[config.mk]
export PLATFORM = sky130hd
export DESIGN_NAME = tok_select
export DESIGN_NICKNAME = d
export VERILOG_FILES = /design/src/rtl/sel_pkg.sv /design/src/rtl/sel_fire_ctrl.sv /design/src/rtl/sel_data_mux.sv /design/src/rtl/sel_out_slot.sv /design/src/rtl/tok_select.sv
export SDC_FILE = /design/constraint.sdc
export NUM_CORES = 1
export LEC_CHECK = 0
export ABC_AREA = 1
export ABC_CLOCK_PERIOD_IN_PS = 3600
export CORE_MARGIN = 1
export CORE_UTILIZATION = 39
export DETAILED_ROUTE_END_ITERATION = 8
export PLACE_DENSITY = 0.92
export SETUP_SLACK_MARGIN = 0.02
export SYNTH_ARGS = -nofsm -noshare
export SYNTH_HDL_FRONTEND = slang
export SYNTH_SLANG_ARGS = --single-unit
[constraint.sdc]
create_clock -name clk -period 3.6 [get_ports clk]
set_input_delay 0.36 -clock clk [delete_from_list [all_inputs] [get_ports clk]]
set_output_delay 0.36 -clock clk [all_outputs]
set_load 0.1 [all_outputs]
[src/rtl/sel_pkg.sv]
package sel_pkg;
  typedef enum logic [1:0] {
    S_IDLE  = 2'd0,
    S_TRUE  = 2'd1,
    S_FALSE = 2'd2
  } sel_state_e;
endpackage

[src/rtl/sel_fire_ctrl.sv]
module sel_fire_ctrl
  import sel_pkg::*;
(
  input  logic clk,
  input  logic rst_n,
  input  logic ctl_valid,
  input  logic ctl_bit,
  input  logic tru_valid,
  input  logic fls_valid,
  input  logic slot_free,
  output logic ctl_ready,
  output logic tru_ready,
  output logic fls_ready,
  output logic load,
  output logic pick_true
);
  sel_state_e state_q;
  sel_state_e state_d;

  // next-state and firing decode
  always_comb begin
    state_d   = state_q;
    ctl_ready = 1'b0;
    tru_ready = 1'b0;
    fls_ready = 1'b0;
    load      = 1'b0;
    unique case (state_q)
      S_IDLE: begin
        ctl_ready = 1'b1;
        if (ctl_valid) begin
          state_d = ctl_bit ? S_TRUE : S_FALSE;
        end
      end
      S_TRUE: begin
        tru_ready = slot_free;
        if (tru_valid && slot_free) begin
          load    = 1'b1;
          state_d = S_IDLE;
        end
      end
      S_FALSE: begin
        fls_ready = slot_free;
        if (fls_valid && slot_free) begin
          load    = 1'b1;
          state_d = S_IDLE;
        end
      end
      default: begin
        state_d = S_IDLE;
      end
    endcase
  end

  assign pick_true = (state_q == S_TRUE);

  // state register
  always_ff @(posedge clk or negedge rst_n) begin
    if (!rst_n) begin
      state_q <= S_IDLE;
    end else begin
      state_q <= state_d;
    end
  end
endmodule

[src/rtl/sel_data_mux.sv]
module sel_data_mux #(
  parameter int DATA_W = 8
) (
  input  logic              pick_true,
  input  logic [DATA_W-1:0] tru_data,
  input  logic [DATA_W-1:0] fls_data,
  output logic [DATA_W-1:0] mux_data
);
  always_comb begin
    mux_data = pick_true ? tru_data : fls_data;
  end
endmodule

[src/rtl/sel_out_slot.sv]
module sel_out_slot #(
  parameter int DATA_W = 8
) (
  input  logic              clk,
  input  logic              rst_n,
  input  logic              load,
  input  logic [DATA_W-1:0] load_data,
  input  logic              out_ready,
  output logic              out_valid,
  output logic [DATA_W-1:0] out_data,
  output logic              slot_free
);
  logic              valid_d;
  logic [DATA_W-1:0] data_d;

  assign slot_free = !out_valid || out_ready;

  always_comb begin
    valid_d = out_valid;
    data_d  = out_data;
    if (load) begin
      valid_d = 1'b1;
      data_d  = load_data;
    end else if (out_ready) begin
      valid_d = 1'b0;
    end
  end

  always_ff @(posedge clk or negedge rst_n) begin
    if (!rst_n) begin
      out_valid <= 1'b0;
    end else begin
      out_valid <= valid_d;
    end
  end

  // data has no reset; only written under its clock enable
  always_ff @(posedge clk) begin
    if (load) begin
      out_data <= data_d;
    end
  end
endmodule

[src/rtl/tok_select.sv]
module tok_select #(
  parameter int DATA_W = 8
) (
  input  logic              clk,
  input  logic              rst_n,
  input  logic              ctl_valid,
  input  logic              ctl_bit,
  output logic              ctl_ready,
  input  logic              tru_valid,
  input  logic [DATA_W-1:0] tru_data,
  output logic              tru_ready,
  input  logic              fls_valid,
  input  logic [DATA_W-1:0] fls_data,
  output logic              fls_ready,
  output logic              out_valid,
  output logic [DATA_W-1:0] out_data,
  input  logic              out_ready
);
  logic              slot_free;
  logic              load;
  logic              pick_true;
  logic [DATA_W-1:0] mux_data;

  sel_fire_ctrl u_fire (
    .clk       (clk),
    .rst_n     (rst_n),
    .ctl_valid (ctl_valid),
    .ctl_bit   (ctl_bit),
    .tru_valid (tru_valid),
    .fls_valid (fls_valid),
    .slot_free (slot_free),
    .ctl_ready (ctl_ready),
    .tru_ready (tru_ready),
    .fls_ready (fls_ready),
    .load      (load),
    .pick_true (pick_true)
  );

  sel_data_mux #(.DATA_W(DATA_W)) u_mux (
    .pick_true (pick_true),
    .tru_data  (tru_data),
    .fls_data  (fls_data),
    .mux_data  (mux_data)
  );

  sel_out_slot #(.DATA_W(DATA_W)) u_slot (
    .clk       (clk),
    .rst_n     (rst_n),
    .load      (load),
    .load_data (mux_data),
    .out_ready (out_ready),
    .out_valid (out_valid),
    .out_data  (out_data),
    .slot_free (slot_free)
  );
endmodule

### Word level (Yosys, flattened, before mapping)

Cells that the tools add are included.

| operators by class | value |
|---|---|
| equal/unequal tests | 5 |
| muxes and demuxes | 14 |
| reduce and logical (&&, ||, !) cells | 7 |

Operator list:

| kind | count |
|---|---|
| 2-to-1 mux 2 bit | 4 |
| 2-to-1 mux 8 bit | 1 |
| 2-to-1 mux 1 bit | 7 |
| case mux 2 bit (3 select lines) | 1 |
| inequality test 2 bit (second input constant) | 2 |
| AND reduction 3 bit | 1 |
| == test 2 x 1 -> 1 bit (second input constant) | 1 |
| == test 2 bit (second input constant) | 1 |
| logical AND 1 bit | 2 |
| logical NOT 2 bit | 1 |
| inequality test 2 x 1 -> 1 bit (second input constant) | 1 |
| case mux 1 bit (2 select lines) | 1 |
| nonzero test 2 bit | 1 |
| logical NOT 1 bit | 1 |
| logical OR 1 bit | 1 |

| storage, ports and cells | value |
|---|---|
| bits in registers | 11 |
| input bits | 23 |
| output and inout bits | 12 |
| word-level logic and storage cells | 29 |

### Depth between registers and ports, before layout

| depth | value |
|---|---|
| word-level depth | 6 |
| depth in mapped cells | 9 |
| mapped depth without buffers | 8 |

### Modules after synthesis

Synthesis repeated with hierarchy kept, for this count alone.

| unflattened totals | value |
|---|---|
| cell total of the unflattened synthesis | 71 |
| area, all modules | 609.3 um^2 |

By module, submodules not included:

| module | times used | cells an instance | area an instance (um^2) | seq. area each (um^2) |
|---|---|---|---|---|
| sel_out_slot | 1 | 13 | 285.3 | 265.3 |
| sel_fire_ctrl | 1 | 32 | 219.0 | 50.0 |
| sel_data_mux | 1 | 26 | 105.1 | 0.0 |

### Worst setup path before layout

OpenSTA, ideal clock, no wires.

| timing | value |
|---|---|
| path kind | reg-to-output |
| from | register u_slot.out_valid |
| to | output fls_ready |
| arrival time | 2338 ps |
| required time | 3240 ps |
| setup slack | 902 ps |
| cell stages (with the launch flop) | 4 |
| path buffers | 0 |
| cells stage by stage | dfrtp_1 -> nand2_2 -> inv_1 -> nor2_1 |

| on the way | value |
|---|---|
| longest elaborated chain between the ends | 3 |

Ends and longest elaborated chain:

| what | line | text |
|---|---|---|
| start: declaration | sel_out_slot.sv:9 | `output logic out_valid,` |
| start signal: assignment | sel_out_slot.sv:33 | `out_valid <= valid_d;` |
| logical NOT 1 bit | sel_out_slot.sv:16 | `assign slot_free = !out_valid \|\| out_ready;` |
| logical OR 1 bit | sel_out_slot.sv:16 |  |
| 2-to-1 mux 1 bit | sel_fire_ctrl.sv:27 | `unique case (state_q)` |
| end: declaration | tok_select.sv:14 | `output logic fls_ready,` |

No other way between the ends.

### Worst setup path in the final report

| timing | value |
|---|---|
| from | register u_fire.state_q[0] |
| to | output ctl_ready |

| on the way | value |
|---|---|
| longest elaborated chain between the ends | 2 |

Ends and longest elaborated chain:

| what | line | text |
|---|---|---|
| start: declaration | sel_fire_ctrl.sv:17 | `sel_state_e state_q;` |
| start signal: assignment | sel_fire_ctrl.sv:61 | `state_q <= state_d;` |
| logical NOT 2 bit | sel_fire_ctrl.sv:27 |  |
| 2-to-1 mux 1 bit | sel_fire_ctrl.sv:27 |  |
| end: declaration | tok_select.sv:8 | `output logic ctl_ready,` |

No other way between the ends.

==> run metrics <==
worst path required time 3.24 ns; Slew @ Worst Pin 0.984 ns; hold crit path type input pin to async pin; DPL Wire Length 1010 um; layout cells sized above 1 0.0748; Final period util 0.686; nets 134; top cell type by total area after synthesis edfxtp_1; total CTS buffers 3; ys flop type edfxtp_1; Critical Path AT 2.11 ns; Synth Area in Compound Gates 0; Vias per Instance 4.61; critical path's largest stage delay 1.14 ns; total core area 0.00137 mm^2; Area Overhead vs Synth 62.0%; Post-synth EDFFs 8; drt drc 0; asr flop ratio synth 0.273; Max-slew headroom 0.342; Final Max Slew Viols 0; largest cells by area after synthesis edfxtp_1, nand2_1, dfrtp_1; Setup violations, final 0; count leader, synth nand2_1; hold_buf cts 0; Leakage 0.462 nW; Synth Area in Simple Gates 0.324; status complete, no violations; cell row count 13; CTS Sinks 11; Hold Vio Cnt, Final 0; Crit. End Element primary output; drt pass-1 iters 4; sequential fraction of the synthesis area 0.529; first-pass GRT wire length 1720 um; pwr dens 835 mW/mm^2; CTS-repair resized insts 0; routed vias 563; MaxCap Viol Count 0; Post-Route WL 1320 um; top cells by count, synth nand2_1, edfxtp_1, inv_1; Detailed Route Iter0 Violations 16; Max stage delay cell, worst path clkdlybuf4s50_1; Max Freq 405 MHz; crit path max fanout 3; Final Skew 0.00151 ns; syn avg cell area 8.51 um^2; I/O pins 35; ant diodes 0; r2r worst-path depth 8; Clock Pin Slew Worst Setup and Hold Paths 0.07 ns; adder-cell area share of the yosys netlist 0.0630; Port Buffers 34; Worst setup SP type register; largest family of logic cells by synthesized area simple AND/OR/NAND/NOR gates; Post-DRT Antenna Nets 0; cell chosen for the clock root clkbuf_4; final setup TNS 0 ns; Post-Syn Instances 70; critical-path cell list inv_1, ha_1, clkdlybuf4s50_1; syn_nets 96; XOR/XNOR Fraction of Synth Area 0; final hold slack 0.266 ns; post-CTS setup buffer count 0; die area 0.00169 mm^2; register bit total from synthesis 11; vias in the first global route 441; die height 41.1 um; Crit Path Category register to primary output; pin count of the biggest net entering global routing 11; post-synthesis mux area share 0; unrepaired setup endpoints after global routing false; pre-CTS WS 1.43 ns; Netlist cell types 13; GRT overflow 0; Mapped Area 596 um^2; WL per Instance 10.8 um; die width 41.1 um; clock tree from TritonCTS built; gpl congestion 0.780; initial cell density of the core 0.436; GRT Total Usage 0.162; Clock Tree Buf Depth 2; worst skew pair latency 0.27 ns; Setup WS post-layout 1.13 ns; Synth Warn # 0; initial antenna violation count 0; worst ir drop on vdd 0.569 mV; fill count 106; post-route minimum period 2.47 ns; area fraction of the dominant cell type after synthesis 0.403; H-tree levels 1
==> layout make-up <==
class	count	area (um^2)	share of cell area
inverters	9	38.8	0.0402
well taps	15	18.8	0.0195
repair buffers	34	335	0.348
multi-input cells	49	230	0.239
flip-flops and latches	11	315	0.327
clock buffers	4	26.3	0.0272
==> layer usage <==
layer	track usage	up-vias	routed length, um	share of wire
met5	0	-	0	0
met4	0.0750	0	9	0.0068
met3	0.0326	2	105	0.080
met2	0.305	27	649	0.49
met1	0.168	244	555	0.42
li1	-	290	-	-
==> critical path: cells and delay by family, from the launching register on <==
kind / cells / cell delay [ns]
buffers and inverters: 2 / 1.24
adders and majority gates: 1 / 0.20
DFF: 1 / 0.40
==> sequential cells by signal, indices dropped and copies added, names as in the netlist <==
register          flops
u_slot.out_data       8
u_slot.out_valid      1
u_fire.state_q        2
==> power by group <==
group | switching, mW | internal (mW) | total [mW]
Combinational | 0.398 | 0.130 | 0.528
Sequential | 0.0140 | 0.180 | 0.194
Clock | 0.0402 | 0.0429 | 0.0832
Total | 0.452 | 0.354 | 0.806
==> worst paths after layout <==
check | start | endpoint | slack (ns)
min | rst_n | u_fire.state_q[0]$_DFFE_PN0P_ | 0.27
max reg2reg | u_fire.state_q[1]$_DFFE_PN0P_ | u_slot.out_data[2]$_DFFE_PP_ | 1.70
min reg2reg | u_fire.state_q[1]$_DFFE_PN0P_ | u_fire.state_q[1]$_DFFE_PN0P_ | 0.51
max in group asynchronous | rst_n | u_slot.out_valid$_DFFE_PN0P_ | 3.19
min in group clk | u_fire.state_q[1]$_DFFE_PN0P_ | u_fire.state_q[1]$_DFFE_PN0P_ | 0.51
max | u_fire.state_q[0]$_DFFE_PN0P_ | ctl_ready | 1.13
==> logic make-up after synthesis <==
logic type,Yosys count
flops,11
fa+ha+maj,3
buf+inv,10
simple gates,46
==> metrics by stage <==
step                instance area, um^2   util  total power [mW]  cells
detailed placement                  938  0.687             0.726    118
CTS                                 965  0.706             0.809    122
global route                        965  0.706             0.851    122
global placement                    938  0.687             0.717    118
finish                              965  0.706             0.806    122
floorplan                           596      -             0.612     70
==> placed cells by master (no fill, tap or decap) <==
cell / n
inv_6: 1
nand3_1: 2
or2_1: 1
nand4_1: 2
nor2_4: 1
nand2_2: 1
clkdlybuf4s50_1: 32
edfxtp_1: 8
buf_4: 2
clkbuf_1: 1
ha_1: 3
nand2_1: 37
inv_1: 8
nor2_1: 2
dfrtp_1: 3
clkbuf_4: 3
(Power assumes the default switching activity.)
